$ cat src/rtl/boot_hdr_pkg.sv
package boot_hdr_pkg;
  localparam int REC_BYTES   = 32;
  localparam int NUM_IMG     = 4;
  localparam int SYNC_LEN    = 4;
  localparam int VEC_ADDR_W  = 24;
  localparam int CTRL_OFF    = 6;
  localparam int CMD_OFF     = 8;
  localparam int ADDR_OFF    = 9;

  localparam logic [7:0] MODE_BOTH = 8'h30;
  localparam logic [7:0] MODE_COLD = 8'h20;
  localparam logic [7:0] MODE_WARM = 8'h10;

  typedef struct packed {
    logic [7:0]            cmd;
    logic [VEC_ADDR_W-1:0] addr;
  } vec_t;

  function automatic logic [7:0] sync_byte(input logic [1:0] pos);
    case (pos)
      2'd0:    sync_byte = 8'h7E;
      2'd1:    sync_byte = 8'hAA;
      2'd2:    sync_byte = 8'h99;
      default: sync_byte = 8'h7E;
    endcase
  endfunction
endpackage

$ cat src/rtl/bhp_stream_counter.sv
module bhp_stream_counter #(
  parameter int NUM_REC   = 5,
  parameter int REC_BYTES = 32,
  localparam int OFF_W    = $clog2(REC_BYTES),
  localparam int REC_W    = $clog2(NUM_REC)
) (
  input  logic             clk,
  input  logic             rst,
  input  logic             in_valid,
  output logic             in_ready,
  output logic             beat,
  output logic [REC_W-1:0] rec,
  output logic [OFF_W-1:0] off,
  output logic             done
);
  assign in_ready = !done;
  assign beat     = in_valid && in_ready;

  always_ff @(posedge clk) begin
    if (rst) begin
      rec  <= '0;
      off  <= '0;
      done <= 1'b0;
    end else if (beat) begin
      if (off == OFF_W'(REC_BYTES - 1)) begin
        off <= '0;
        if (rec == REC_W'(NUM_REC - 1)) done <= 1'b1;
        else rec <= rec + 1'b1;
      end else begin
        off <= off + 1'b1;
      end
    end
  end

  AST_DONE_STICKY: assert property (@(posedge clk) disable iff (rst)
    done |=> done && !in_ready);
  AST_REC_RANGE: assert property (@(posedge clk) disable iff (rst)
    rec <= REC_W'(NUM_REC - 1));
  AST_IDLE_HOLDS: assert property (@(posedge clk) disable iff (rst)
    !in_valid |=> $stable(off) && $stable(rec));
endmodule

$ cat src/rtl/bhp_sync_check.sv
module bhp_sync_check
  import boot_hdr_pkg::*;
#(
  parameter int OFF_W = 5
) (
  input  logic             clk,
  input  logic             rst,
  input  logic             beat,
  input  logic [OFF_W-1:0] off,
  input  logic [7:0]       data,
  output logic             sync_fail
);
  logic run_q;
  logic byte_hit;

  assign byte_hit = (data == sync_byte(off[1:0]));

  always_ff @(posedge clk) begin
    if (rst) run_q <= 1'b0;
    else if (beat && off < OFF_W'(SYNC_LEN))
      run_q <= ((off == '0) ? 1'b1 : run_q) && byte_hit;
  end

  assign sync_fail = beat && (off == OFF_W'(SYNC_LEN - 1)) && !(run_q && byte_hit);
endmodule

$ cat src/rtl/bhp_field_capture.sv
module bhp_field_capture
  import boot_hdr_pkg::*;
#(
  parameter int N_IMG = 4,
  parameter int REC_W = 3,
  parameter int OFF_W = 5
) (
  input  logic                   clk,
  input  logic                   rst,
  input  logic                   beat,
  input  logic [REC_W-1:0]       rec,
  input  logic [OFF_W-1:0]       off,
  input  logic [7:0]             data,
  input  logic                   sync_fail,
  output logic                   cold_en,
  output logic                   warm_en,
  output logic                   mode_err,
  output logic                   hdr_err,
  output logic [N_IMG-1:0]       vec_ok,
  output vec_t [N_IMG-1:0]       vecs
);
  always_ff @(posedge clk) begin
    if (rst) begin
      cold_en  <= 1'b0;
      warm_en  <= 1'b0;
      mode_err <= 1'b0;
      hdr_err  <= 1'b0;
    end else begin
      if (sync_fail) hdr_err <= 1'b1;
      if (beat && rec == '0 && off == OFF_W'(CTRL_OFF)) begin
        cold_en  <= (data == MODE_BOTH) || (data == MODE_COLD);
        warm_en  <= (data == MODE_BOTH) || (data == MODE_WARM);
        mode_err <= !((data == MODE_BOTH) || (data == MODE_COLD) || (data == MODE_WARM));
      end
    end
  end

  for (genvar g = 0; g < N_IMG; g++) begin : g_img
    logic rec_hit;
    assign rec_hit = beat && (rec == REC_W'(g + 1));
    always_ff @(posedge clk) begin
      if (rst) begin
        vecs[g]   <= '0;
        vec_ok[g] <= 1'b0;
      end else if (sync_fail || hdr_err) begin
        vec_ok[g] <= 1'b0;
      end else if (rec_hit) begin
        case (off)
          OFF_W'(CMD_OFF):      vecs[g].cmd          <= data;
          OFF_W'(ADDR_OFF):     vecs[g].addr[23:16]  <= data;
          OFF_W'(ADDR_OFF + 1): vecs[g].addr[15:8]   <= data;
          OFF_W'(ADDR_OFF + 2): begin
            vecs[g].addr[7:0] <= data;
            vec_ok[g]         <= 1'b1;
          end
          default: ;
        endcase
      end
    end
  end

  AST_MODE_ERR_NO_EN: assert property (@(posedge clk) disable iff (rst)
    mode_err |-> !cold_en && !warm_en);
  AST_HDR_ERR_NO_VEC: assert property (@(posedge clk) disable iff (rst)
    hdr_err |-> (vec_ok == '0));
  AST_HDR_ERR_STICKY: assert property (@(posedge clk) disable iff (rst)
    hdr_err |=> hdr_err);
endmodule

$ cat src/rtl/bhp_lookup.sv
module bhp_lookup
  import boot_hdr_pkg::*;
#(
  parameter int N_IMG = 4,
  localparam int IDX_W = (N_IMG > 1) ? $clog2(N_IMG) : 1
) (
  input  logic                  clk,
  input  logic                  rst,
  input  logic                  lk_req,
  input  logic                  lk_warm,
  input  logic [IDX_W-1:0]      lk_idx,
  input  logic                  done,
  input  logic                  hdr_err,
  input  logic                  cold_en,
  input  logic                  warm_en,
  input  logic [N_IMG-1:0]      vec_ok,
  input  vec_t [N_IMG-1:0]      vecs,
  output logic                  addr_valid,
  output logic                  no_image,
  output logic [VEC_ADDR_W-1:0] img_addr,
  output logic [7:0]            img_cmd
);
  logic hit;
  assign hit = done && !hdr_err && vec_ok[lk_idx] && (lk_warm ? warm_en : cold_en);

  always_ff @(posedge clk) begin
    if (rst) begin
      addr_valid <= 1'b0;
      no_image   <= 1'b0;
      img_addr   <= '0;
      img_cmd    <= '0;
    end else begin
      addr_valid <= lk_req && hit;
      no_image   <= lk_req && !hit;
      if (lk_req && hit) begin
        img_addr <= vecs[lk_idx].addr;
        img_cmd  <= vecs[lk_idx].cmd;
      end
    end
  end

  AST_RESP_EXCLUSIVE: assert property (@(posedge clk) disable iff (rst)
    !(addr_valid && no_image));
  AST_RESP_AFTER_REQ: assert property (@(posedge clk) disable iff (rst)
    lk_req |=> (addr_valid || no_image));
  AST_NO_EARLY_HIT: assert property (@(posedge clk) disable iff (rst)
    (lk_req && !done) |=> no_image);
endmodule

$ cat src/rtl/boot_hdr_parser.sv
module boot_hdr_parser
  import boot_hdr_pkg::*;
#(
  parameter int N_IMG  = NUM_IMG,
  parameter int RBYTES = REC_BYTES,
  localparam int N_REC = N_IMG + 1,
  localparam int OFF_W = $clog2(RBYTES),
  localparam int REC_W = $clog2(N_REC),
  localparam int IDX_W = (N_IMG > 1) ? $clog2(N_IMG) : 1
) (
  input  logic                  clk,
  input  logic                  rst,
  input  logic                  in_valid,
  output logic                  in_ready,
  input  logic [7:0]            in_data,
  input  logic                  lk_req,
  input  logic                  lk_warm,
  input  logic [IDX_W-1:0]      lk_idx,
  output logic                  addr_valid,
  output logic                  no_image,
  output logic [VEC_ADDR_W-1:0] img_addr,
  output logic [7:0]            img_cmd,
  output logic                  hdr_done,
  output logic                  hdr_err,
  output logic                  mode_err,
  output logic                  cold_en,
  output logic                  warm_en
);
  logic             beat;
  logic [REC_W-1:0] rec;
  logic [OFF_W-1:0] off;
  logic             sync_fail;
  logic [N_IMG-1:0] vec_ok;
  vec_t [N_IMG-1:0] vecs;

  bhp_stream_counter #(.NUM_REC(N_REC), .REC_BYTES(RBYTES)) u_cnt (
    .clk(clk), .rst(rst), .in_valid(in_valid), .in_ready(in_ready),
    .beat(beat), .rec(rec), .off(off), .done(hdr_done));

  bhp_sync_check #(.OFF_W(OFF_W)) u_sync (
    .clk(clk), .rst(rst), .beat(beat), .off(off), .data(in_data),
    .sync_fail(sync_fail));

  bhp_field_capture #(.N_IMG(N_IMG), .REC_W(REC_W), .OFF_W(OFF_W)) u_cap (
    .clk(clk), .rst(rst), .beat(beat), .rec(rec), .off(off), .data(in_data),
    .sync_fail(sync_fail), .cold_en(cold_en), .warm_en(warm_en),
    .mode_err(mode_err), .hdr_err(hdr_err), .vec_ok(vec_ok), .vecs(vecs));

  bhp_lookup #(.N_IMG(N_IMG)) u_lk (
    .clk(clk), .rst(rst), .lk_req(lk_req), .lk_warm(lk_warm), .lk_idx(lk_idx),
    .done(hdr_done), .hdr_err(hdr_err), .cold_en(cold_en), .warm_en(warm_en),
    .vec_ok(vec_ok), .vecs(vecs), .addr_valid(addr_valid), .no_image(no_image),
    .img_addr(img_addr), .img_cmd(img_cmd));

  AST_HIT_NEEDS_CLEAN: assert property (@(posedge clk) disable iff (rst)
    addr_valid |-> hdr_done && !hdr_err && !mode_err);
endmodule

$ cat config.mk
export PLATFORM = sky130hd
export DESIGN_NAME = boot_hdr_parser
export DESIGN_NICKNAME = d
export VERILOG_FILES = /design/src/rtl/boot_hdr_pkg.sv /design/src/rtl/bhp_stream_counter.sv /design/src/rtl/bhp_sync_check.sv /design/src/rtl/bhp_field_capture.sv /design/src/rtl/bhp_lookup.sv /design/src/rtl/boot_hdr_parser.sv
export SDC_FILE = /design/constraint.sdc
export NUM_CORES = 1
export LEC_CHECK = 0
export BUFFER_PORTS_ARGS = -buffer_cell sky130_fd_sc_hd__buf_2
export CAP_MARGIN = 15
export CORE_ASPECT_RATIO = 1.4
export CORE_MARGIN = 1
export CORE_UTILIZATION = 40
export DETAILED_ROUTE_END_ITERATION = 10
export PLACE_DENSITY = 0.55
export SYNTH_ARGS = -nofsm -noshare
export SYNTH_HDL_FRONTEND = slang
export SYNTH_HIERARCHICAL = 1
export SYNTH_SLANG_ARGS = --single-unit
$ cat constraint.sdc
create_clock -name clk -period 7.6 [get_ports clk]
set_clock_uncertainty 0.1 [all_clocks]
set_input_delay 0.38 -clock clk [delete_from_list [all_inputs] [get_ports clk]]
set_output_delay 0.38 -clock clk [all_outputs]
set_load 0.01 [all_outputs]
==> run_results.csv <==
group,metric,value,unit
status,outcome,"completed",
synth,synth_nets,786,
global_routing,grt_antenna_before_repair,0,
timing,fmax,0.278,GHz
clock_network,cts_max_level,4,
synth,ys_ff_latch,180,
detailed_routing,vias,5491,
floorplan,rows,63,
worst_setup_path,cp-start-kind,"flop",
timing,fin_hold_ws,0.154,ns
floorplan,core_area,21300,um2
placed_design,routabilityCongestion,0.754,
worst_setup_path,worstPathRequired,7.84,ns
synth,synth_cells,762,
floorplan,ios,55,
synth,async_reset_ff_frac,0,
synth,synth-edff-count,0,
job,drv_cap,0,
timing,slew_viol_final,0,
global_routing,grt_remaining_overflow,0,
clock_network,cts_setup_buffers,0,
clock_network,clkSinkCount,180,
detailed_routing,ant_nets,0,
floorplan,die_w,127,um
detailed_routing,drc,0,
floorplan,start_util,0.409,
floorplan,die_area,22400,um2
synth,ys_types,49,
clock_network,root_buffer,"clkbuf_16",
power_and_ir_drop,p_per_area,195,nW/um2
final_layout,syn_to_final_growth,9.55,%
worst_setup_path,r2r_slack,4.00,ns
detailed_routing,wirelength,18700,um
detailed_routing,first_pass_iters,4,
timing,slew_headroom,0.279,
final_layout,drive_gt1_frac,0.194,
timing,finalHoldViolations,0,
timing,finalSetupTns,0,ns
synth,synth_area_leader_cell,"dfxtp_1",
final_layout,fin_nets,799,
timing,rsz0062_at_grt,"no",
power_and_ir_drop,p_leak,0.00433,uW
detailed_routing,wire_per_inst,17.9,um
clock_network,clock_latency,0.43,ns
timing,min_period,3.60,ns
detailed_routing,viasPerCell,5.24,
placed_design,io_buffers,54,
clock_network,numCtsBuffers,17,
placed_design,dpl_cell_area,8990,um2
synth,avgSynthCellArea,11.4,um2
placed_design,dp_hpwl,11800,um
synth,mappedNetlistArea,8710,um2
worst_setup_path,crit_fanout,20,
timing,fin_crit_sh,0.473,
synth,ys.warnings.count,6,
power_and_ir_drop,ir_worst_vdd,0.162,mV
final_layout,fin_area,9550,um2
final_layout,n_antenna_cell,0,
final_layout,fillers,2006,
worst_setup_path,critPathArrivalTime,3.84,ns
timing,setup_viol,0,
clock_network,cts_tree,"built",
synth,synth_area_leaders,"dfxtp_1 (41%), mux2i_1 (19%), nand2b_1 (15%)",
clock_network,cts_max_path_buffers,2,
global_routing,grt_pass1_vias,5816,
synth,synth_top_area_share,0.413,
timing,tightest_slew,1.08,ns
power_and_ir_drop,finalPower,1860,uW
worst_setup_path,cp-end-kind,"flop",
global_routing,grt_pass1_wl,30600,um
global_routing,grt_max_degree,117,
floorplan,die_h,177,um
clock_network,post_cts_resized,0,
clock_network,cts_hold_buffers,0,
global_routing,grt_usage,0.179,
hold_path,min_path_type,"in2reg",
detailed_routing,drt_iter0_markers,217,
synth,synth-seq-area-share,0.413,
worst_setup_path,timing.setup.critical_path_class,"reg2reg",
placed_design,dp.cells,1016,
final_layout,final_cells,1048,
clock_network,clk_pin_slew_worst_paths,0.07,ns
synth,ys.flop_type,"dfxtp_1",
cell type report:
type | instances | area, um2 | share of cell area
Clock buffer | 20 | 457 | 0.0478
Clock inverter | 12 | 101 | 0.0106
Inverter | 7 | 26.3 | 0.00275
Multi-Input combinational cell | 511 | 4730 | 0.496
Sequential cell | 180 | 3600 | 0.377
Tap cell | 260 | 325 | 0.0341
Timing Repair Buffer | 58 | 303 | 0.0317
routing by layer:
metal  share of wire  up-vias  GRT usage
met2            0.51       68      0.323
met5               0        -          0
met3           0.019       19     0.0311
met4           0.018        0     0.0719
li1                -     2676          -
met1            0.45     2728      0.208
synthesized netlist by cell type, types with 2 or more instances:
cell	n
nand3b_1	2
buf_2	12
nor4bb_1	3
dfxtp_1	180
a21oi_1	10
nand2_1	8
nand4_1	2
nor2_1	13
nor4b_2	2
mux2i_1	162
nand4_4	13
clkbuf_1	39
buf_12	3
mux2_2	2
ha_1	9
nand3_1	5
buf_4	2
nand2b_1	203
nor2b_1	4
a31oi_1	8
o21ai_0	2
mux4_2	33
nand4b_4	3
buf_6	7
xor2_1	2
inv_1	7
and4b_1	4
logic make-up after synthesis:
kind of cell | Yosys count | synth area share
multiplexers | 198 | 0.275
AND/OR/NAND/NOR | 278 | 0.234
adder cells (fa/ha/maj) | 9 | 0.0129
AO/OA/AOI/OAI | 24 | 0.0167
buffers and inverters | 71 | 0.0461
XOR/XNOR | 2 | 0.00201
flip-flops | 180 | 0.413
metrics by stage:
step / setup WS (ns) / util
2_1_floorplan: 5.06 / -
3_3_place_gp: 4.15 / 0.422
3_5_place_dp: 4.07 / 0.422
4_1_cts: 4.03 / 0.449
5_1_grt: 3.71 / 0.449
6_report: 4.00 / 0.449
where the power goes:
| group | total [uW] | switching, uW | leakage [uW] | internal (uW) |
|---|---|---|---|---|
| Clock | 822 | 381 | 0.000263 | 441 |
| Combinational | 88.9 | 52.6 | 0.00261 | 36.3 |
| Sequential | 949 | 4.75 | 0.00145 | 944 |
flip-flops by register name, indices dropped and copies added, names as in the netlist:
name / count
u_cap/vecs: 128
u_sync/run_q: 1
u_lk/img_addr: 24
u_cap/cold_en: 1
u_cnt/done: 1
u_cap/hdr_err: 1
u_lk/no_image: 1
u_cap/mode_err: 1
u_cnt/off: 5
u_cnt/rec: 3
u_lk/img_cmd: 8
u_lk/addr_valid: 1
u_cap/warm_en: 1
u_cap/vec_ok: 4
worst max-delay path: stages (launching register included):
cell and delay [ns]:
dfxtp_1 0.91, inv_1 0.19, ha_1 0.39, nor3b_1 0.22
a21oi_1 0.09, nor3_1 0.20, a21oi_1 0.19, nor2_8 0.51
and4b_1 0.48, mux2i_1 0.23
worst paths after layout:
kind / end / cells after the start / start
worst max-delay path: u_cap/vecs[93] / 9 / u_cnt/off[0]
worst min-delay path: u_lk/addr_valid / 3 / lk_req
worst max register to register: u_cap/vecs[93] / 9 / u_cnt/off[0]
worst min register to register: u_lk/img_addr[12] / 2 / u_lk/img_addr[12]
layout by cell type, fill, tap and decap left out, types with 3 or more instances in the layout:
cell type,count
nand2b_1,203
dfxtp_1,180
mux2i_1,162
buf_2,53
mux4_2,33
clkbuf_16,17
nand4_4,13
nor2_1,13
a21oi_1,10
ha_1,9
a31oi_1,8
nand2_1,8
clkinv_4,7
inv_1,7
buf_4,5
nand3_1,5
and4b_1,4
nor2b_1,4
clkinvlp_4,3
nand4b_4,3
No activity file was read; power rests on OpenSTA's default activity.
